--- config.mk ---
export PLATFORM = sky130hd
export DESIGN_NAME = sdcmd_engine
export DESIGN_NICKNAME = d
export VERILOG_FILES = /design/src/rtl/sdcmd_pkg.sv /design/src/rtl/sdcmd_clkgen.sv /design/src/rtl/sdcmd_crc7.sv /design/src/rtl/sdcmd_softrst.sv /design/src/rtl/sdcmd_engine.sv
export SDC_FILE = /design/constraint.sdc
export NUM_CORES = 1
export LEC_CHECK = 0
export BUFFER_PORTS_ARGS = -buffer_cell sky130_fd_sc_hd__buf_2
export CAP_MARGIN = 5
export CORE_MARGIN = 1.5
export CORE_UTILIZATION = 54
export DETAILED_ROUTE_END_ITERATION = 10
export PLACE_DENSITY = 0.75
export RECOVER_POWER = 100
export SKIP_LAST_GASP = 1
export SYNTH_ARGS = -nofsm -noshare
export SYNTH_HDL_FRONTEND = slang
export SYNTH_SLANG_ARGS = --single-unit
--- constraint.sdc ---
create_clock -name clk -period 3.25 [get_ports clk]
set_clock_uncertainty 0.05 [all_clocks]
set_input_delay 0.4875 -clock clk [delete_from_list [all_inputs] [get_ports clk]]
set_output_delay 0.4875 -clock clk [all_outputs]
set_load 0.1 [all_outputs]
--- src/rtl/sdcmd_pkg.sv ---
package sdcmd_pkg;

  typedef enum logic [1:0] {
    ENG_IDLE,
    ENG_SEND,
    ENG_WAIT,
    ENG_RECV
  } eng_state_t;

  // frame geometry
  localparam int TX_BITS    = 48;
  localparam int SHORT_BITS = 48;
  localparam int LONG_BITS  = 136;

  // command word fields
  localparam int B_NEEDRSP = 6;
  localparam int B_LONG    = 7;
  localparam int B_APP     = 8;
  localparam int B_GO      = 9;
  localparam int B_SRST    = 10;

  // word indices (byte offset / 4)
  localparam int W_CMD  = 0;
  localparam int W_ARG  = 1;
  localparam int W_RSP0 = 2;
  localparam int W_RSP1 = 3;
  localparam int W_RSP2 = 4;
  localparam int W_RSP3 = 5;
  localparam int W_RCMD = 6;

  localparam logic [6:0] CRC7_POLY = 7'h09;

  function automatic logic [6:0] crc7_step(logic [6:0] c, logic b);
    logic fb;
    fb = b ^ c[6];
    return {c[5:0], 1'b0} ^ (fb ? CRC7_POLY : 7'h00);
  endfunction

  function automatic logic [6:0] crc7_of40(logic [39:0] m);
    logic [6:0] c;
    c = '0;
    for (int i = 39; i >= 0; i--) c = crc7_step(c, m[i]);
    return c;
  endfunction

endpackage

--- src/rtl/sdcmd_clkgen.sv ---
module sdcmd_clkgen #(
  parameter int HALF_DIV = 2
) (
  input  logic clk,
  input  logic rst_n,
  output logic sd_clk,
  output logic rise_tk,
  output logic fall_tk
);
  localparam int PERIOD = 2 * HALF_DIV;
  localparam int CNT_W  = $clog2(PERIOD);

  logic [CNT_W-1:0] cnt_q;
  logic at_mid, at_end;

  assign at_mid = (cnt_q == CNT_W'(HALF_DIV - 1));
  assign at_end = (cnt_q == CNT_W'(PERIOD - 1));

  always_ff @(posedge clk or negedge rst_n) begin
    if (!rst_n) begin
      cnt_q   <= '0;
      sd_clk  <= 1'b0;
      rise_tk <= 1'b0;
      fall_tk <= 1'b0;
    end else begin
      cnt_q   <= at_end ? '0 : cnt_q + 1'b1;
      rise_tk <= at_mid;
      fall_tk <= at_end;
      if (at_mid)      sd_clk <= 1'b1;
      else if (at_end) sd_clk <= 1'b0;
    end
  end
endmodule

--- src/rtl/sdcmd_crc7.sv ---
module sdcmd_crc7 (
  input  logic       clk,
  input  logic       rst_n,
  input  logic       clr,
  input  logic       en,
  input  logic       din,
  output logic [6:0] crc
);
  import sdcmd_pkg::*;

  always_ff @(posedge clk or negedge rst_n) begin
    if (!rst_n)   crc <= '0;
    else if (clr) crc <= '0;
    else if (en)  crc <= crc7_step(crc, din);
  end
endmodule

--- src/rtl/sdcmd_softrst.sv ---
module sdcmd_softrst #(
  parameter int SRST_CYCLES = 8
) (
  input  logic clk,
  input  logic rst_n,
  input  logic start,
  output logic active
);
  localparam int CW = $clog2(SRST_CYCLES + 1);

  logic [CW-1:0] left_q;

  assign active = (left_q != '0);

  always_ff @(posedge clk or negedge rst_n) begin
    if (!rst_n)      left_q <= '0;
    else if (start)  left_q <= CW'(SRST_CYCLES);
    else if (active) left_q <= left_q - 1'b1;
  end
endmodule

--- src/rtl/sdcmd_engine.sv ---
module sdcmd_engine #(
  parameter int HALF_DIV    = 2,
  parameter int RSP_WAIT    = 64,
  parameter int SRST_CYCLES = 8,
  parameter int ADDR_W      = 5
) (
  input  logic              clk,
  input  logic              rst_n,
  input  logic              bus_wr,
  input  logic [ADDR_W-1:0] bus_addr,
  input  logic [31:0]       bus_wdata,
  output logic [31:0]       bus_rdata,
  output logic              sd_clk,
  output logic              cmd_out,
  output logic              cmd_oe,
  input  logic              cmd_in,
  output logic              busy,
  output logic              flag_sent,
  output logic              flag_crc_ok,
  output logic              flag_crc_fail,
  output logic              flag_timeout
);
  import sdcmd_pkg::*;

  localparam int WI_W = ADDR_W - 2;
  localparam int TO_W = $clog2(RSP_WAIT + 1);
  localparam int RX_W = LONG_BITS - 3;          // bits kept before the last one

  logic rise_tk, fall_tk, srst_act;
  logic [WI_W-1:0] widx;
  logic aligned, wr_cmd, wr_arg, accept, srst_go, last_bit, crc_en, crc_bit;
  logic [6:0] rx_crc;

  eng_state_t st;
  logic [5:0]  idx_q;
  logic        need_q, long_q, app_q;
  logic [31:0] arg_q;
  logic [TX_BITS-1:0] tx_sr;
  logic [7:0]  bit_q;
  logic [TO_W-1:0] wait_q;
  logic [RX_W-1:0] rx_sr;
  logic [RX_W:0]   rx_nx;
  logic [0:3][31:0] rsp_q;
  logic [6:0]  rcmd_q;
  logic [39:0] tx_head;

  sdcmd_clkgen #(.HALF_DIV(HALF_DIV)) u_clk (
    .clk(clk), .rst_n(rst_n), .sd_clk(sd_clk), .rise_tk(rise_tk), .fall_tk(fall_tk));

  sdcmd_softrst #(.SRST_CYCLES(SRST_CYCLES)) u_srst (
    .clk(clk), .rst_n(rst_n), .start(srst_go), .active(srst_act));

  sdcmd_crc7 u_rxcrc (
    .clk(clk), .rst_n(rst_n), .clr(accept | srst_act), .en(crc_en), .din(crc_bit), .crc(rx_crc));

  assign widx    = bus_addr[ADDR_W-1:2];
  assign aligned = (bus_addr[1:0] == 2'b00);
  assign wr_cmd  = bus_wr && aligned && (widx == WI_W'(W_CMD));
  assign wr_arg  = bus_wr && aligned && (widx == WI_W'(W_ARG));
  assign srst_go = wr_cmd && bus_wdata[B_SRST] && !srst_act;
  assign accept  = wr_cmd && bus_wdata[B_GO] && !bus_wdata[B_SRST] && !srst_act
                   && (st == ENG_IDLE);
  assign busy    = (st != ENG_IDLE);
  assign tx_head = {2'b01, bus_wdata[5:0], arg_q};
  assign rx_nx   = {rx_sr, cmd_in};
  assign last_bit = (st == ENG_RECV) && rise_tk &&
                    (bit_q == (long_q ? 8'(LONG_BITS - 1) : 8'(SHORT_BITS - 1)));

  // reply bits that enter the CRC: short 0..46, long 8..134 (bit count from start)
  always_comb begin
    crc_bit = cmd_in;
    crc_en  = 1'b0;
    if (rise_tk) begin
      if (st == ENG_WAIT)
        crc_en = !cmd_in && !long_q;
      else if (st == ENG_RECV)
        crc_en = long_q ? (bit_q >= 8'd8 && bit_q <= 8'(LONG_BITS - 2))
                        : (bit_q <= 8'(SHORT_BITS - 2));
    end
  end

  always_ff @(posedge clk or negedge rst_n) begin
    if (!rst_n) begin
      st <= ENG_IDLE; idx_q <= '0; need_q <= 1'b0; long_q <= 1'b0; app_q <= 1'b0;
      arg_q <= '0; tx_sr <= '0; bit_q <= '0; wait_q <= '0; rx_sr <= '0;
      rsp_q <= '0; rcmd_q <= '0; cmd_out <= 1'b1; cmd_oe <= 1'b0;
      flag_sent <= 1'b0; flag_crc_ok <= 1'b0; flag_crc_fail <= 1'b0; flag_timeout <= 1'b0;
    end else if (srst_act) begin
      st <= ENG_IDLE; idx_q <= '0; need_q <= 1'b0; long_q <= 1'b0; app_q <= 1'b0;
      arg_q <= '0; tx_sr <= '0; bit_q <= '0; wait_q <= '0; rx_sr <= '0;
      rsp_q <= '0; rcmd_q <= '0; cmd_out <= 1'b1; cmd_oe <= 1'b0;
      flag_sent <= 1'b0; flag_crc_ok <= 1'b0; flag_crc_fail <= 1'b0; flag_timeout <= 1'b0;
    end else begin
      if (wr_arg) arg_q <= bus_wdata;
      case (st)
        ENG_IDLE: if (accept) begin
          idx_q  <= bus_wdata[5:0];
          need_q <= bus_wdata[B_NEEDRSP];
          long_q <= bus_wdata[B_LONG];
          app_q  <= bus_wdata[B_APP];
          tx_sr  <= {tx_head, crc7_of40(tx_head), 1'b1};
          bit_q  <= '0;
          flag_sent <= 1'b0; flag_crc_ok <= 1'b0; flag_crc_fail <= 1'b0; flag_timeout <= 1'b0;
          st <= ENG_SEND;
        end
        ENG_SEND: if (fall_tk) begin
          if (bit_q == 8'(TX_BITS)) begin
            cmd_oe  <= 1'b0;
            cmd_out <= 1'b1;
            bit_q   <= '0;
            wait_q  <= '0;
            if (need_q) st <= ENG_WAIT;
            else begin
              flag_sent <= 1'b1;
              st <= ENG_IDLE;
            end
          end else begin
            cmd_oe  <= 1'b1;
            cmd_out <= tx_sr[TX_BITS-1];
            tx_sr   <= {tx_sr[TX_BITS-2:0], 1'b0};
            bit_q   <= bit_q + 1'b1;
          end
        end
        ENG_WAIT: if (rise_tk) begin
          if (!cmd_in) begin
            st    <= ENG_RECV;
            bit_q <= 8'd1;
            rx_sr <= '0;
          end else if (wait_q == TO_W'(RSP_WAIT - 1)) begin
            flag_sent    <= 1'b1;
            flag_timeout <= 1'b1;
            st <= ENG_IDLE;
          end else begin
            wait_q <= wait_q + 1'b1;
          end
        end
        ENG_RECV: if (rise_tk) begin
          rx_sr <= rx_nx[RX_W-1:0];
          bit_q <= bit_q + 1'b1;
          if (last_bit) begin
            st            <= ENG_IDLE;
            flag_sent     <= 1'b1;
            flag_crc_ok   <= (rx_crc == 7'd0);
            flag_crc_fail <= (rx_crc != 7'd0);
            if (long_q) begin
              rsp_q  <= rx_nx[127:0];
              rcmd_q <= {app_q, rx_nx[133:128]};
            end else begin
              rsp_q  <= {rx_nx[39:8], 96'd0};
              rcmd_q <= {app_q, rx_nx[45:40]};
            end
          end
        end
        default: st <= ENG_IDLE;
      endcase
    end
  end

  always_comb begin
    bus_rdata = '0;
    if (aligned) begin
      case (int'(widx))
        W_CMD:  bus_rdata = {21'd0, srst_act, busy, app_q, long_q, need_q, idx_q};
        W_ARG:  bus_rdata = arg_q;
        W_RSP0: bus_rdata = rsp_q[0];
        W_RSP1: bus_rdata = rsp_q[1];
        W_RSP2: bus_rdata = rsp_q[2];
        W_RSP3: bus_rdata = rsp_q[3];
        W_RCMD: bus_rdata = {25'd0, rcmd_q};
        default: bus_rdata = '0;
      endcase
    end
  end
endmodule

### After elaboration in Yosys (flattened, before gate mapping)

Cells that the tools add are included.
W data, S select, Z words.

| cells by class | value |
|---|---|
| add/sub/neg operators | 4 |
| $lt $le $gt $ge | 3 |
| equality and inequality tests | 27 |
| multiplexer cells | 142 |
| bitwise logic cells | 78 |
| reductions and logical operators | 51 |

Operator list:

| kind | number |
|---|---|
| $mux W128 | 5 |
| $mux W133 | 4 |
| $pmux W133 S2 | 1 |
| $xor A7 B4 Y7 | 36 |
| $pmux W32 S7 | 1 |
| $mux W48 | 4 |
| $mux W4 | 41 |
| $mux W32 | 3 |
| $pmux W48 S2 | 1 |
| $mux W7 | 12 |
| $mux W8 | 8 |
| $mux W1 | 40 |
| $xor A1 B1 Y1 | 36 |
| $pmux W8 S4 | 1 |
| $mux W6 | 4 |
| $ne A3 B3 Y1 const B | 8 |
| $reduce_bool A2 Y1 | 12 |
| $mux W2 | 11 |
| $reduce_bool A3 Y1 | 5 |
| $pmux W7 S2 | 1 |
| $logic_and A1 B1 Y1 | 13 |
| $ne A3 B2 Y1 const B | 4 |
| $reduce_and A4 Y1 | 3 |
| $reduce_and A5 Y1 | 2 |
| other kinds (35) | 49 |

| word-level totals | value |
|---|---|
| bits in registers | 396 |
| output and inout bits | 40 |
| logic and storage cells | 332 |

### Logic depth before layout (Yosys ltp)

| logic depth | value |
|---|---|
| word-level depth | 112 |
| mapped depth | 10 |
| depth with buffers taken out | 8 |

### Modules after synthesis

A second synthesis with hierarchy kept.

| unflattened totals | value |
|---|---|
| cell total of the unflattened synthesis | 1893 |
| area total of the unflattened synthesis | 18464.0 µm² |

Modules (own cells, without submodules):

| module | instances | cells an instance | area an instance (µm²) | seq. area each (µm²) |
|---|---|---|---|---|
| sdcmd_engine | 1 | 1833 | 17765.8 | 9510.4 |
| sdcmd_crc7 | 1 | 28 | 307.8 | 175.2 |
| sdcmd_softrst | 1 | 20 | 217.7 | 100.1 |
| sdcmd_clkgen | 1 | 12 | 172.7 | 125.1 |

### Worst setup path before layout

Ideal clock, no wire load.

| timing | value |
|---|---|
| path type | register to output |
| start | reg st[0] |
| end | out bus_rdata[9] |
| arrival | 4.281 ns |
| required time | 2.712 ns |
| setup slack | -1.569 ns |
| stages on the path, launching flop included | 7 |
| path buffers | 2 |
| cells stage by stage | dfrtp_1 > clkbuf_1 > or2_2 > clkbuf_1 > mux2_2 > a221oi_1 > a211oi_1 |

| on the way | value |
|---|---|
| longest elaborated chain between the ends | 3 |

Ends and longest elaborated chain:

| what | RTL line | text |
|---|---|---|
| start, declared | sdcmd_engine.sv:34 | `eng_state_t st;` |
| start signal, assigned | sdcmd_engine.sv:84 | `st <= ENG_IDLE; idx_q <= '0; need_q <= 1'b0; long_q <= 1'b0; app_q <= 1'b0;` |
| start signal, assigned | sdcmd_engine.sv:89 | `st <= ENG_IDLE; idx_q <= '0; need_q <= 1'b0; long_q <= 1'b0; app_q <= 1'b0;` |
| start signal, assigned | sdcmd_engine.sv:104 | `st <= ENG_SEND;` |
| $reduce_bool A2 Y1 | sdcmd_engine.sv:63 | `assign busy = (st != ENG_IDLE);` |
| net busy | sdcmd_engine.sv:17 | `output logic busy,` |
| $pmux W32 S7 | sdcmd_engine.sv:162 | `case (int'(widx))` |
| $mux W32 | sdcmd_engine.sv:161 | `if (aligned) begin` |
| end, declared | sdcmd_engine.sv:12 | `output logic [31:0] bus_rdata,` |

The timed path passes the listed nets, and every way through them passes these cells.

### Worst setup path after layout

| timing | value |
|---|---|
| start | in bus_addr[3] |
| end | out bus_rdata[30] |

| on the way | value |
|---|---|
| longest elaborated chain between the ends | 3 |
| elaborated cells on any way between the ends | 9 |
| classes of those cells | eq/ne: 6; mux: 2; reduce/logical: 1 |

Ends and longest elaborated chain:

| what | RTL line | text |
|---|---|---|
| start, declared | sdcmd_engine.sv:10 | `input logic [ADDR_W-1:0] bus_addr,` |
| $eq A3 B3 Y1, or another cell as far along | sdcmd_engine.sv:162 |  |
| $pmux W32 S7 (*) | sdcmd_engine.sv:162 |  |
| $mux W32 (*) | sdcmd_engine.sv:161 |  |

Mark *: on every way between the ends. The rest lies on a longest branch, timed or not.

==> results_dict.tcl <==
set metrics [dict create \
    hold_ws_ns 0.135 \
    cts.clk_slew.worst_paths_ns 0.06 \
    cp-end-kind "output pin" \
    maxCapViolations 2 \
    syn_nets 1607 \
    dr.pass1.iters 7 \
    grtUsageMet3 0.0691 \
    r2r-start "st[0]$_DFFE_PN0P_" \
    path_class "primary input to output pin" \
    drv_slew 71 \
    cts_tree "yes" \
    fin_nets 1658 \
    start_util 0.552 \
    synth_ff_type "dfrtp_1" \
    grtUsageMet2 0.453 \
    power_density_mw_per_mm2 579 \
    cts-root-buf "clkbuf_16" \
    fin_crit_sh 0.977 \
    cts_buffer_depth 3 \
    crit_arrival_ns 2.64 \
    hold_viol 0 \
    gp_congestion 0.886 \
    track_usage 0.296 \
    gr-total-overflow 0 \
    pre_cts_ws_ns 0.150 \
    antenna_found_initial 3 \
    first_global_vias 13195 \
    floorplan.rows 66 \
    drc_errors 0 \
    hp-class "primary input to flop" \
    top_usage_layer "met2" \
    cts.htree.levels 2 \
    r2r_cells 5 \
    placed_cells 2008 \
    syn_area_per_cell_sq_um 11.6 \
    vias_per_cell 6.59 \
    relSlewSlack -0.397 \
    violations "capacitance limit, slew limit" \
    worst_pin_slew_ns 2.10 \
    rsz0062_at_grt "false" \
    ant_nets 0 \
    port_buffers 80 \
    clk_latency_ns 0.55 \
    async_reset_ff_frac 1.00 \
    grt_first_pass_wirelength_mm 77.7 \
    dp.final_hpwl_mm 33.0 \
    status "finished, violations left" \
    ir_worst_vdd_uv 414 \
    fillers 2510 \
    die_x_um 186 \
    synth_edf_count 0 \
    synth_sequential_area_ratio 0.548 \
    ys_warn_count 0 \
    worstPathRequired_ns 2.71 \
    die_h_um 186 \
    grt_max_degree 97 \
    core_sq_mm 0.0328 \
    ys_ff_latch 396 \
    gr-usage-met1 0.415 \
    postLayoutCellArea_sq_mm 0.0209 \
    timing.final.ws_setup_ns 0.0750 \
    routed_wl_mm 50.2 \
    r2r-end "rx_sr[124]$_DFFE_PN0P_" \
    layout.cells.non_filler 2086 \
    numClockSinks 396 \
    crit_path_start_kind "primary input" \
    dieArea_sq_mm 0.0346 \
    drive_gt1_frac 0.166 \
    layout_min_cycle_time_ns 3.17 \
    max_freq_mhz 315 \
    cp-endpoint "bus_rdata[30]" \
    dpl_cell_area_sq_mm 0.0198 \
    p_leak_nw 9.18 \
    syn_area_sq_mm 0.0181 \
    first_iter_violations 1525 \
    yosysUniqueCellTypes 65 \
    crit_start "bus_addr[3]" \
    rrSetupSlack_ns 0.15 \
    finalSetupViolations 0 \
    io_pins 81 \
    area_growth_pct 15.8 \
    routedWlPerCell_um 24.1 \
    syn_inst 1560 \
    numCtsBuffers 41 \
    worstPathMaxFanout 12 \
    vias 13756 \
]
==> logic make-up (layout without fill, tap and decap cells) <==
group | count (synthesis) | in the layout | share of synthesized area
and+or+nand+nor | 326 | 326 | 0.0782
adders and majority gates | 6 | 6 | 0.00415
DFF | 396 | 396 | 0.548
muxes | 113 | 113 | 0.0673
buffers and inverters | 149 | 232 | 0.0332
AOI/OAI and AO/OA | 503 | 503 | 0.219
other | 0 | 1 | 0
xor gates and xnor gates | 67 | 67 | 0.0500
==> area by class of cell <==
type	instances	area [sq um]	share of cell area
tap	442	553	0.0264
timing repair buffer	145	1170	0.0559
clock inverter	18	303	0.0145
multi-input combinational	1015	7770	0.371
inverter	12	45.0	0.00215
sequential	396	9910	0.473
clock buffer	57	1190	0.0567
antenna	1	2.50	0.000119
==> per-stage QoR <==
| stage | util | power (W) | TNS [ns] |
|---|---|---|---|
| after global placement | 0.605 | 0.00704 | 0 |
| after detailed placement | 0.605 | 0.00707 | 0 |
| after floorplan | - | 0.00648 | -3.47 |
| after global routing | 0.639 | 0.0125 | 0 |
| after CTS | 0.651 | 0.0122 | 0 |
| final | 0.639 | 0.0121 | 0 |
==> state kept, by name, indices dropped and copies added (netlist names), 2 cells and up <==
name	count
rx_sr	133
u_srst.left_q	4
st	2
rsp_q	128
tx_sr	48
u_clk.cnt_q	2
u_rxcrc.crc	7
wait_q	7
bit_q	8
arg_q	32
idx_q	6
rcmd_q	7
==> power breakdown <==
| group | internal [W] | switching [W] |
|---|---|---|
| clock | 0.00313 | 0.00202 |
| sequential | 0.00501 | 0.0000814 |
| combinational | 0.000565 | 0.00133 |
| total | 0.00871 | 0.00343 |
==> worst max-delay path: stages <==
cell and delay [ns]:
buf_2 0.21, nor2b_1 0.38, and2_0 0.78, a222oi_1 0.29, nor2_1 0.16, buf_4 0.31
==> worst min-delay path by stage <==
stage	start	endpoint	slack, ns	cells after the start
after floorplan	rst_n	app_q$_DFFE_PN0P_	0.14	0
after global placement	u_clk.cnt_q[0]$_DFF_PN0_	u_clk.cnt_q[0]$_DFF_PN0_	0.39	1
after detailed placement	u_clk.cnt_q[0]$_DFF_PN0_	u_clk.cnt_q[0]$_DFF_PN0_	0.41	1
after CTS	bus_wdata[23]	arg_q[23]$_DFFE_PN0P_	0.13	3
after global routing	bus_wdata[15]	arg_q[15]$_DFFE_PN0P_	0.13	3
final	bus_wdata[23]	arg_q[23]$_DFFE_PN0P_	0.13	3
==> cell usage after synthesis (3+ instances only) <==
library cell,instances,area share
and2_1,5,0.0017
buf_4,3,0.0012
mux2_2,19,0.012
and3_1,18,0.0062
o31ai_1,10,0.0041
mux2i_1,89,0.049
nor2b_1,11,0.0038
xnor3_1,12,0.015
a22o_1,254,0.12
xnor3_2,4,0.0053
o22ai_1,6,0.0021
a21oi_1,59,0.016
buf_1,13,0.0027
or3_1,3,0.0010
ha_1,6,0.0041
a221o_1,10,0.0055
dfrtp_1,395,0.55
nand2_1,100,0.021
xnor2_1,34,0.016
mux4_2,5,0.0062
inv_1,11,0.0023
o41ai_1,3,0.0015
o21ai_0,34,0.0094
a22oi_1,8,0.0033
nor4_1,3,0.0010
nor3_1,5,0.0014
a211oi_1,74,0.031
xnor2_2,3,0.0027
nand2b_1,5,0.0017
xor2_1,10,0.0048
nor2_1,142,0.029
nand3_1,20,0.0055
clkbuf_1,114,0.024
a31oi_1,4,0.0014
a222oi_1,20,0.011
or2_2,4,0.0014
buf_2,4,0.0011
==> metal layers <==
layer,routed length [um],vias up
met4,1500,4
met5,21,-
met2,23300,648
li1,-,5922
met3,4600,111
met1,20800,7071
==> repair_timing <==
item	in CTS	in global routing
hold buffers	1	0
resized for setup	2	0
endpoints found under the setup margin	1	1
hold endpoints to repair	67	0
pin swaps	1	1
cloned	0	0
buffers inserted	0	1
==> cell usage in the layout (no fill, tap or decap), types with 7 or more instances in the layout <==
cell and n:
dfrtp_1 394, a22o_1 254, nor2_1 123, nand2_1 100, mux2i_1 89, a211oi_1 69
a21oi_1 57, clkbuf_16 42, buf_4 40, buf_2 39, o21ai_0 34, xnor2_1 34
clkbuf_1 24, buf_12 21, a222oi_1 20, nand3_1 20, mux2_2 19, and3_1 17
clkbuf_2 16, nor2_2 14, xnor3_1 12, inv_1 11, nor2b_1 11, a221o_1 10
xor2_1 10, o31ai_1 10, a22oi_1 8, clkbuf_8 8, bufinv_16 7
No activity file was read; power rests on OpenSTA's default activity.
